==> src/rtl/usb_rwake_pkg.sv <==
// Package: shared state encoding and line-state codes for the remote wakeup
// sequencer. Assumes a 2-bit line state of the usual full-speed form.
package usb_rwake_pkg;

    localparam int STATE_W = 3;

    typedef enum logic [STATE_W-1:0] {
        RW_IDLE      = 3'd0,
        RW_SUSP_WAIT = 3'd1,
        RW_ARMED     = 3'd2,
        RW_WAKE      = 3'd3,
        RW_CLK_WAIT  = 3'd4,
        RW_DEV_K     = 3'd5,
        RW_HOST_K    = 3'd6,
        RW_DONE      = 3'd7
    } rw_state_e;

    localparam logic [1:0] LINE_SE0 = 2'b00;

endpackage

==> src/rtl/rwake_sync.sv <==
// Module: multi-stage synchronizer for a bus of independent single-bit
// signals arriving from a domain whose clock may be stopped. Assumes each
// bit is quasi-static relative to clk (no multi-bit coherence is needed).
module rwake_sync #(
    parameter int              WIDTH   = 1,
    parameter int              STAGES  = 2,
    parameter logic [WIDTH-1:0] RST_VAL = '0
) (
    input  logic             clk,
    input  logic             rst_n,
    input  logic [WIDTH-1:0] d,
    output logic [WIDTH-1:0] q
);

    logic [WIDTH-1:0] stage_q [STAGES];

    generate
        for (genvar s = 0; s < STAGES; s++) begin : g_stage
            if (s == 0) begin : g_first
                // capture the asynchronous input
                always_ff @(posedge clk) begin
                    if (!rst_n) stage_q[s] <= RST_VAL;
                    else        stage_q[s] <= d;
                end
            end else begin : g_rest
                // pass the value one stage further
                always_ff @(posedge clk) begin
                    if (!rst_n) stage_q[s] <= RST_VAL;
                    else        stage_q[s] <= stage_q[s-1];
                end
            end
        end
    endgenerate

    assign q = stage_q[STAGES-1];

endmodule

==> src/rtl/rwake_tick_timer.sv <==
// Module: counts millisecond ticks since the last clear and saturates at the
// counter maximum. Assumes tick is a one-cycle pulse in the clk domain. A
// clear wins over a tick in the same cycle.
module rwake_tick_timer #(
    parameter int CNT_W = 8
) (
    input  logic             clk,
    input  logic             rst_n,
    input  logic             clr,
    input  logic             tick,
    output logic [CNT_W-1:0] cnt
);

    localparam logic [CNT_W-1:0] CNT_MAX = '1;

    // count ticks, restarting whenever the sequencer changes state
    always_ff @(posedge clk) begin
        if (!rst_n)                      cnt <= '0;
        else if (clr)                    cnt <= '0;
        else if (tick && cnt != CNT_MAX) cnt <= cnt + 1'b1;
    end

endmodule

==> src/rtl/rwake_fsm.sv <==
// Module: the remote wakeup state machine. It takes the synchronized
// controller and PHY indications and the tick count of the current state.
// It decides the transitions, holds a pending request, records the speed
// mode and the sticky error, and decodes the drive outputs from the state.
// Assumes wake_req and tick arrive in the clk domain.
module rwake_fsm
    import usb_rwake_pkg::*;
#(
    parameter int CNT_W       = 8,
    parameter int SUSP_MIN_MS = 2,
    parameter int DEV_K_MS    = 2,
    parameter int HOST_MIN_MS = 20,
    parameter int HOST_MAX_MS = 40
) (
    input  logic                clk,
    input  logic                rst_n,
    input  logic                tick,
    input  logic                susp_n_s,
    input  logic                clk_ok_s,
    input  logic                se0_s,
    input  logic                hs_s,
    input  logic                wake_req,
    input  logic [CNT_W-1:0]    cfg_clk_to,
    input  logic [CNT_W-1:0]    cnt,
    output logic                tmr_clr,
    output logic [STATE_W-1:0]  st_o,
    output logic                wakeup_o,
    output logic                sleep_n_o,
    output logic                done_o,
    output logic                err_o,
    output logic                speed_o
);

    localparam logic [CNT_W:0] SUSP_TICKS = (CNT_W+1)'(SUSP_MIN_MS + 1);
    localparam logic [CNT_W:0] DEV_TICKS  = (CNT_W+1)'(DEV_K_MS);
    localparam logic [CNT_W:0] HOST_MIN   = (CNT_W+1)'(HOST_MIN_MS);
    localparam logic [CNT_W:0] HOST_MAX   = (CNT_W+1)'(HOST_MAX_MS);

    rw_state_e   st, nxt;
    logic        pend_q;
    logic        err_q;
    logic        speed_q;
    logic [CNT_W:0] cnt_next;
    logic        go_wake;
    logic        to_err;

    // tick count the state would hold after this cycle's tick
    assign cnt_next = {1'b0, cnt} + (CNT_W+1)'(1);

    // a request is taken when armed, either held from before or fresh
    assign go_wake = pend_q || wake_req;

    // choose the next state and whether a timeout is being taken
    always_comb begin
        nxt    = st;
        to_err = 1'b0;
        unique case (st)
            RW_IDLE: begin
                if (!susp_n_s) nxt = RW_SUSP_WAIT;
            end
            RW_SUSP_WAIT: begin
                if (susp_n_s)                        nxt = RW_IDLE;
                else if (tick && cnt_next >= SUSP_TICKS) nxt = RW_ARMED;
            end
            RW_ARMED: begin
                if (susp_n_s)     nxt = RW_IDLE;
                else if (go_wake) nxt = RW_WAKE;
            end
            RW_WAKE: begin
                nxt = RW_CLK_WAIT;
            end
            RW_CLK_WAIT: begin
                if (clk_ok_s) begin
                    nxt = RW_DEV_K;
                end else if (tick && cnt_next >= {1'b0, cfg_clk_to}) begin
                    nxt    = RW_SUSP_WAIT;
                    to_err = 1'b1;
                end
            end
            RW_DEV_K: begin
                if (tick && cnt_next >= DEV_TICKS) nxt = RW_HOST_K;
            end
            RW_HOST_K: begin
                if (se0_s && {1'b0, cnt} >= HOST_MIN) begin
                    nxt = RW_DONE;
                end else if (tick && cnt_next >= HOST_MAX) begin
                    nxt    = RW_SUSP_WAIT;
                    to_err = 1'b1;
                end
            end
            RW_DONE: begin
                nxt = RW_IDLE;
            end
            default: nxt = RW_IDLE;
        endcase
    end

    // restart the interval timer on every state change
    assign tmr_clr = (nxt != st);

    // state register
    always_ff @(posedge clk) begin
        if (!rst_n) st <= RW_IDLE;
        else        st <= nxt;
    end

    // hold an early request until armed; drop it on leaving suspend or on use
    always_ff @(posedge clk) begin
        if (!rst_n)                                pend_q <= 1'b0;
        else if (nxt == RW_IDLE || nxt == RW_WAKE) pend_q <= 1'b0;
        else if (st == RW_SUSP_WAIT && wake_req)   pend_q <= 1'b1;
    end

    // sticky error: set by a timeout, cleared by the next wakeup attempt
    always_ff @(posedge clk) begin
        if (!rst_n)               err_q <= 1'b0;
        else if (to_err)          err_q <= 1'b1;
        else if (nxt == RW_WAKE)  err_q <= 1'b0;
    end

    // record the link speed mode at suspend entry
    always_ff @(posedge clk) begin
        if (!rst_n)                                speed_q <= 1'b0;
        else if (st == RW_IDLE && nxt == RW_SUSP_WAIT) speed_q <= hs_s;
    end

    // decode the drive outputs from the state
    always_comb begin
        wakeup_o  = (st == RW_WAKE) || (st == RW_CLK_WAIT);
        sleep_n_o = !((st == RW_SUSP_WAIT) || (st == RW_ARMED) || (st == RW_WAKE));
        done_o    = (st == RW_DONE);
    end

    assign st_o    = st;
    assign err_o   = err_q;
    assign speed_o = speed_q;

endmodule

==> src/rtl/usb_rwake_seq.sv <==
// Module: top of the remote wakeup sequencer. It synchronizes the inputs
// from the possibly stopped controller/PHY domain, then feeds the state
// machine and its tick timer. Assumes clk and tick_ms run during suspend.
module usb_rwake_seq
    import usb_rwake_pkg::*;
#(
    parameter int CNT_W       = 8,
    parameter int SYNC_STAGES = 2,
    parameter int SUSP_MIN_MS = 2,
    parameter int DEV_K_MS    = 2,
    parameter int HOST_MIN_MS = 20,
    parameter int HOST_MAX_MS = 40
) (
    input  logic             clk,
    input  logic             rst_n,
    input  logic             tick_ms,
    input  logic             ctrl_suspend_n,
    input  logic             ctrl_hs_mode,
    input  logic             phy_clk_ok,
    input  logic [1:0]       phy_line_state,
    input  logic             wake_req,
    input  logic [CNT_W-1:0] cfg_clk_to_ms,
    output logic             ctrl_wakeup,
    output logic             phy_sleep_n,
    output logic             speed_hs,
    output logic             wake_done,
    output logic             wake_err,
    output logic [2:0]       seq_state
);

    localparam int SYNC_W = 5;
    localparam logic [SYNC_W-1:0] SYNC_RST = 5'b0_0001;

    logic [SYNC_W-1:0] async_in;
    logic [SYNC_W-1:0] sync_out;
    logic              susp_n_s;
    logic              hs_s;
    logic              clk_ok_s;
    logic [1:0]        line_s;
    logic              se0_s;
    logic              tmr_clr;
    logic [CNT_W-1:0]  tmr_cnt;

    // gather the stopped-domain inputs; suspend indication idles high
    assign async_in = {phy_line_state, phy_clk_ok, ctrl_hs_mode, ctrl_suspend_n};

    rwake_sync #(
        .WIDTH  (SYNC_W),
        .STAGES (SYNC_STAGES),
        .RST_VAL(SYNC_RST)
    ) u_sync (
        .clk  (clk),
        .rst_n(rst_n),
        .d    (async_in),
        .q    (sync_out)
    );

    assign susp_n_s = sync_out[0];
    assign hs_s     = sync_out[1];
    assign clk_ok_s = sync_out[2];
    assign line_s   = sync_out[4:3];
    assign se0_s    = (line_s == LINE_SE0);

    rwake_tick_timer #(
        .CNT_W(CNT_W)
    ) u_timer (
        .clk  (clk),
        .rst_n(rst_n),
        .clr  (tmr_clr),
        .tick (tick_ms),
        .cnt  (tmr_cnt)
    );

    rwake_fsm #(
        .CNT_W      (CNT_W),
        .SUSP_MIN_MS(SUSP_MIN_MS),
        .DEV_K_MS   (DEV_K_MS),
        .HOST_MIN_MS(HOST_MIN_MS),
        .HOST_MAX_MS(HOST_MAX_MS)
    ) u_fsm (
        .clk       (clk),
        .rst_n     (rst_n),
        .tick      (tick_ms),
        .susp_n_s  (susp_n_s),
        .clk_ok_s  (clk_ok_s),
        .se0_s     (se0_s),
        .hs_s      (hs_s),
        .wake_req  (wake_req),
        .cfg_clk_to(cfg_clk_to_ms),
        .cnt       (tmr_cnt),
        .tmr_clr   (tmr_clr),
        .st_o      (seq_state),
        .wakeup_o  (ctrl_wakeup),
        .sleep_n_o (phy_sleep_n),
        .done_o    (wake_done),
        .err_o     (wake_err),
        .speed_o   (speed_hs)
    );

endmodule

==> config.mk <==
export PLATFORM = sky130hd
export DESIGN_NAME = usb_rwake_seq
export DESIGN_NICKNAME = d
export VERILOG_FILES = /design/src/rtl/usb_rwake_pkg.sv /design/src/rtl/rwake_sync.sv /design/src/rtl/rwake_tick_timer.sv /design/src/rtl/rwake_fsm.sv /design/src/rtl/usb_rwake_seq.sv
export SDC_FILE = /design/constraint.sdc
export NUM_CORES = 1
export LEC_CHECK = 0
export BUFFER_PORTS_ARGS = -buffer_cell sky130_fd_sc_hd__clkbuf_2
export CAP_MARGIN = 15
export CORE_MARGIN = 5
export CORE_UTILIZATION = 40
export DETAILED_ROUTE_END_ITERATION = 10
export PLACE_DENSITY = 0.61
export SETUP_SLACK_MARGIN = 0.3
export SYNTH_ARGS = -nofsm -noshare
export SYNTH_HDL_FRONTEND = slang
export SYNTH_SLANG_ARGS = --single-unit
==> constraint.sdc <==
create_clock -name clk -period 3.9 [get_ports clk]
set_clock_uncertainty 0.05 [all_clocks]
set_input_delay 0.975 -clock clk [delete_from_list [all_inputs] [get_ports clk]]
set_output_delay 0.975 -clock clk [all_outputs]
set_load 0.05 [all_outputs]
### Word level (Yosys, flattened, before mapping)

Memories as Yosys holds them, arrays and structs flattened.
Index checks and enable logic that the tools add are counted.

* memories kept: 1
* latch bits: 0
* RAM bits: 10
* input bits: 17
* output and inout port bits: 8
* logic and storage cells: 69
* bits in registers: 14
* memory bits (read-only): 0

Memory list
* u_sync.stage_q: depth 2, width 5, read ports 2, clocked after memory_dff 0, write ports 2, line rwake_sync.sv:15 `logic [WIDTH-1:0] stage_q [STAGES];`

* equality and inequality tests: 11
* bitwise gates (word level): 3
* magnitude comparators: 5
* $add $sub $neg: 2
* divide/modulo/power cells: 0
* reduce and logical (&&, ||, !) cells: 20
* shifts and indexed selects: 0
* muxes and demuxes: 22
* $mul: 0

Operator list (number)
* $mux 3: 10
* $pmux 3 s8: 1
* $ge 9x2->1 const B: 2
* $eq 3x3->1 const B: 4
* $mux 5: 2
* $add 8x1->9 const B: 1
* $eq 3x2->1 const B: 3
* $ge 9x6->1 const B: 1
* $ge 9x8->1: 1
* $add 8x1->8 const B: 1
* $ge 8x5->1 const B: 1
* $logic_and 1x1->1: 8
* $mux 1: 8
* $ne 8x8->1 const B: 1
* $eq 3x1->1 const B: 2
* $logic_not 3->1: 2
* $logic_or 1x1->1: 5
* $reduce_or 2->1: 2
* $ne 3x3->1: 1
* $logic_not 2->1: 1
* $or 1x1->1: 2
* $pmux 1 s2: 1
* $reduce_bool 2->1: 1
* $logic_not 1->1: 1
* $not 1->1: 1

### Depth between registers and ports, before layout

* word-level depth: 9
* depth in mapped cells: 13
* mapped depth without buffers: 12

### Modules after synthesis

From an unflattened synthesis, not the netlist that was laid out.

* cells, all modules: 211
* area total of the unflattened synthesis: 1778.0 um^2

Modules (own cells, without submodules)
* rwake_fsm: cells an instance 144, seq. area each 120.1 um^2, area an instance 1089.8 um^2, times used 1
* rwake_tick_timer: cells an instance 46, seq. area each 160.2 um^2, area an instance 421.7 um^2, times used 1
* rwake_sync: cells an instance 20, seq. area each 200.2 um^2, area an instance 262.8 um^2, times used 1
* usb_rwake_seq: cells an instance 1, seq. area each 0.0 um^2, area an instance 3.8 um^2, times used 1

### Least setup slack after synthesis

OpenSTA, ideal clock, no wires.

* path kind: register to output
* from: reg u_fsm.st[2] (netlist: u_fsm.st_o[2])
* to: out ctrl_wakeup
* arrival time: 2.128 ns
* cell stages (with the launch flop): 4
* path buffers: 1
* required time: 2.875 ns
* path slack: 0.747 ns
* cells stage by stage: dfxtp_1 clkbuf_1 nand2b_1 o21ai_0

* word-level cells in the longest chain between the ends: 2
* elaborated cells on any way between the ends: 3
* classes of those cells: eq/ne: 2; reduce/logical: 1

RTL lines
* start: declaration: line rwake_fsm.sv:39 `rw_state_e st, nxt;`
* start signal: assignment: line rwake_fsm.sv:104 `else st <= nxt;`
* $eq 3x2->1 or $eq 3x3->1 (tied branches): line rwake_fsm.sv:129 `wakeup_o = (st == RW_WAKE) || (st == RW_CLK_WAIT);`
* $logic_or 1x1->1 *: line rwake_fsm.sv:129
* end: declaration: line usb_rwake_seq.sv:23 `output logic ctrl_wakeup,`

Every way passes the cells marked *; elsewhere a longest branch is shown, timed or not.

### Final worst setup path

* from: reg u_timer.cnt[3]
* to: reg u_fsm.pend_q

* word-level cells in the longest chain between the ends: 9
* elaborated cells on any way between the ends: 23
* classes of those cells: add/sub: 1; order compare: 5; eq/ne: 1; mux: 8; reduce/logical: 8

RTL lines
* start: declaration: line rwake_tick_timer.sv:11 `output logic [CNT_W-1:0] cnt`
* start signal: assignment: line rwake_tick_timer.sv:20 `else if (tick && cnt != CNT_MAX) cnt <= cnt + 1'b1;`
* $add 8x1->9 *: line rwake_fsm.sv:48 `assign cnt_next = {1'b0, cnt} + (CNT_W+1)'(1);`
* net u_fsm.cnt_next[7]: line rwake_fsm.sv:43 `logic [CNT_W:0] cnt_next;`
* $ge 9x6->1 (tied with other cells): line rwake_fsm.sv:86 `end else if (tick && cnt_next >= HOST_MAX) begin`
* $logic_and 1x1->1, on equally long branches: line rwake_fsm.sv:86, rwake_fsm.sv:63, rwake_fsm.sv:75
* $mux 3, on equally long branches: line rwake_fsm.sv:86, rwake_fsm.sv:63, rwake_fsm.sv:75
* $mux 3, on equally long branches: line rwake_fsm.sv:84, rwake_fsm.sv:62, rwake_fsm.sv:73
* $pmux 3 s8 *: line rwake_fsm.sv:57 `unique case (st)`
* $eq 3x2->1 or $logic_not 3->1 (tied branches): line rwake_fsm.sv:110 `else if (nxt == RW_IDLE || nxt == RW_WAKE) pend_q <= 1'b0;`
* $logic_or 1x1->1 *: line rwake_fsm.sv:110
* $reduce_or 2->1 (no source line) *
* end signal: assignment: line rwake_fsm.sv:109 `if (!rst_n) pend_q <= 1'b0;`
* end signal: assignment: line rwake_fsm.sv:110
* end signal: assignment: line rwake_fsm.sv:111 `else if (st == RW_SUSP_WAIT && wake_req) pend_q <= 1'b1;`
* end: declaration: line rwake_fsm.sv:40 `logic pend_q;`

The timed path passes the listed nets; every way through them passes the cells marked *.
A chain may end at the register's enable or synchronous reset.

==> impl_metrics.ini <==
[sta]
min_period_over_period_pct = 82.8
relSlewSlack_pct = 61.5
fmax_mhz = 310
slew_violations = 0
max_slew.worst_pin.slew_ps = 577
hold_ws_ps = 366
hold_viol_final = 0
fin_crit_ps = 3230
setup_viol = 0
rsz0062_at_grt = no
timing.final.ws_setup_ps = 672
tns_ps = 0

[floorplan]
chipWidth_um = 74.5
core_um2 = 4030
dieArea_um2 = 5550
rows = 23
die_h_um = 74.5
start_util_pct = 41.3
pin_count = 25

[grt]
grt_overflow_total = 0
grt_start_max_net_pins = 21
grt_pass1_wl_um = 5850
track_usage_pct = 13.3
grt_pass1_vias = 1285
antenna_found_initial = 0

[worst_setup_path]
cp_cell_sequence = and4_1 -> and2_1 -> nand3_1 -> xnor2_1 -> ha_1 -> o21ai_0 -> o21a_1 -> a31oi_1 -> a31oi_1 -> a211oi_1 -> a2111oi_1 -> a31oi_1
crit_required_ps = 3990
critPathCaptureType = register
cp-start-kind = register
r2r_slack_ps = 670
max_stage_delay_ps = 540
arrival_ps = 3320
cp_slowest_cell = a2111oi_1
crit_type = reg -> reg
cp_max_fo = 10
cp_common_cell = a31oi_1

[yosys]
async_flop_share_pct = 0
syn-num-nets = 237
yosysWarnings = 0
synthDistinctLibCells = 50
syn_area_um2 = 1670
synth_edf_count = 0
yosysTopAreaCellShare_pct = 28.9
yosys-top-cells-count = dfxtp_1, nor2_1, inv_1
synth.avg_cell_area_um2 = 7.93
synthCells = 210
netlist_top_cells_area = dfxtp_1, ha_1, xnor2_1
seq_area_frac_synth_pct = 28.9
synth.most_common_cell = dfxtp_1
yosys.area.top_type = dfxtp_1
synth_seq_cells = 24
synth_ff_type = dfxtp_1

[placement]
io_buffers = 24
detailed_place_hpwl_um = 2650
gp_congestion = 0.891
dp_slack_ps = 642
place_inst = 271

[clock_tree]
cts_setup_buffers = 0
h-tree-depth = 1
clock_sinks = 24
clockBufferDepth = 2
cts.clk_slew.worst_paths_ps = 90
cts_root_buffer = clkbuf_8
tritoncts = yes
clk-insertion-delay-late_ps = 270
hold_buffers = 0
cts-buffers-inserted = 3

[detailed_routing]
drtIter0Drc = 125
vias = 1463
totalWireLength_um = 3540
postRouteAntennaNets = 0
vias_per_cell = 5.32
post-route-drc-count = 0
dr.pass1.iters = 4
routedWlPerCell_um = 12.9

[pwr]
peakVddDrop_mv = 0.168
pwr_density_cell_nw_per_um2 = 286
leakage_uw = 0.000807

[outcome]
status = finished clean

[layout]
area_growth_pct = 11.0
final_cells = 275
antenna_cells = 0
layout-drive-gt1-share_pct = 14.7
final_nets = 253

[worst_hold_path]
hold_class = reg -> reg

[job]
drv_cap = 0
[state kept, by name (all words and copies together) (netlist names)]
signal / count
u_timer.cnt: 8
u_fsm.pend_q: 1
u_fsm.st_o: 3
u_fsm.err_o: 1
u_sync.stage_q: 10
u_fsm.speed_o: 1
[through the flow]
step                      util [%]  area (µm²)  total power (µW)
final                         45.9        1850               529
after CTS                     45.8        1850               534
after global placement        44.1        1780               316
after floorplan                  -        1670               298
after global routing          45.9        1850               554
after detailed placement      44.1        1780               317
[worst max-delay path, delay by kind of cell (launching register included)]
kind                     cells  cell delay (ps)
AO/OA/AOI/OAI                7             1500
AND/OR/NAND/NOR              3              610
flip-flops                   1              530
adder cells (fa/ha/maj)      1              270
XOR/XNOR                     1              160
[kinds of logic (layout without fill, tap and decap cells)]
family	after synthesis	in the layout	share of synthesized area [%]
muxes	2	2	1.20
AOI/OAI and AO/OA	52	52	22.1
adders and majority gates	10	10	7.51
DFF	24	24	28.9
buffers and inverters	27	42	7.51
and+or+nand+nor	82	82	26.0
xor gates and xnor gates	13	13	6.84
[power breakdown]
group / switching (µW) / leakage [µW] / internal, µW
Sequential: 5.64 / 0.000196 / 252
Combinational: 30.5 / 0.000575 / 23.5
Clock: 80.1 / 0.0000357 / 137
[per-layer routing]
layer	track usage (%)	up-vias	share of wire (%)
met1	18.9	661	51
met4	4.74	0	0.68
li1	-	775	-
met2	19.6	25	44
met3	2.84	2	4.7
met5	0	-	0
[layout make-up]
class,instances,area (µm²)
Multi-Input combinational cell,159,1060
Fill cell,419,2180
Clock buffer,3,41.3
Sequential cell,24,480
Clock inverter,1,30.0
Timing Repair Buffer,24,120
Inverter,14,52.6
Tap cell,50,62.6
[cells in the final DEF (no fill, tap or decap), types with 2 or more instances in the layout]
cell type / netlist / final
a21boi_0: 2 / 2
a21o_1: 5 / 5
a21oi_1: 9 / 9
a311oi_1: 2 / 2
a31oi_1: 6 / 6
and2_1: 11 / 11
and3_1: 3 / 3
clkbuf_2: 0 / 24
clkbuf_8: 0 / 3
dfxtp_1: 24 / 24
ha_1: 10 / 10
inv_1: 14 / 14
mux2i_1: 2 / 2
nand2_1: 13 / 13
nand2b_1: 6 / 6
nand3_1: 6 / 6
nand4_1: 5 / 5
nor2_1: 21 / 21
nor2b_1: 4 / 4
nor3_1: 3 / 3
o211ai_1: 2 / 2
o21a_1: 2 / 2
o21ai_0: 4 / 4
o21ai_1: 2 / 2
o22ai_1: 3 / 3
o311ai_0: 3 / 3
o31ai_1: 2 / 2
or3_1: 2 / 2
xnor2_1: 10 / 10
xor2_1: 3 / 3
[final timing paths]
kind / startpoint / to / cells after the start
min: u_sync.stage_q[0][0] / u_sync.stage_q[1][0] / 1
max: u_timer.cnt[3] / u_fsm.pend_q / 12
min reg2reg: u_sync.stage_q[0][0] / u_sync.stage_q[1][0] / 1
max reg2reg: u_timer.cnt[3] / u_fsm.pend_q / 12
[repair_timing]
| item | 4_1_cts | 5_1_grt |
|---|---|---|
| endpoints found under the setup margin | 0 | 1 |
| hold endpoints to repair | 0 | 0 |
| resized for setup | 0 | 1 |
Power figures use the tool's default switching activity.
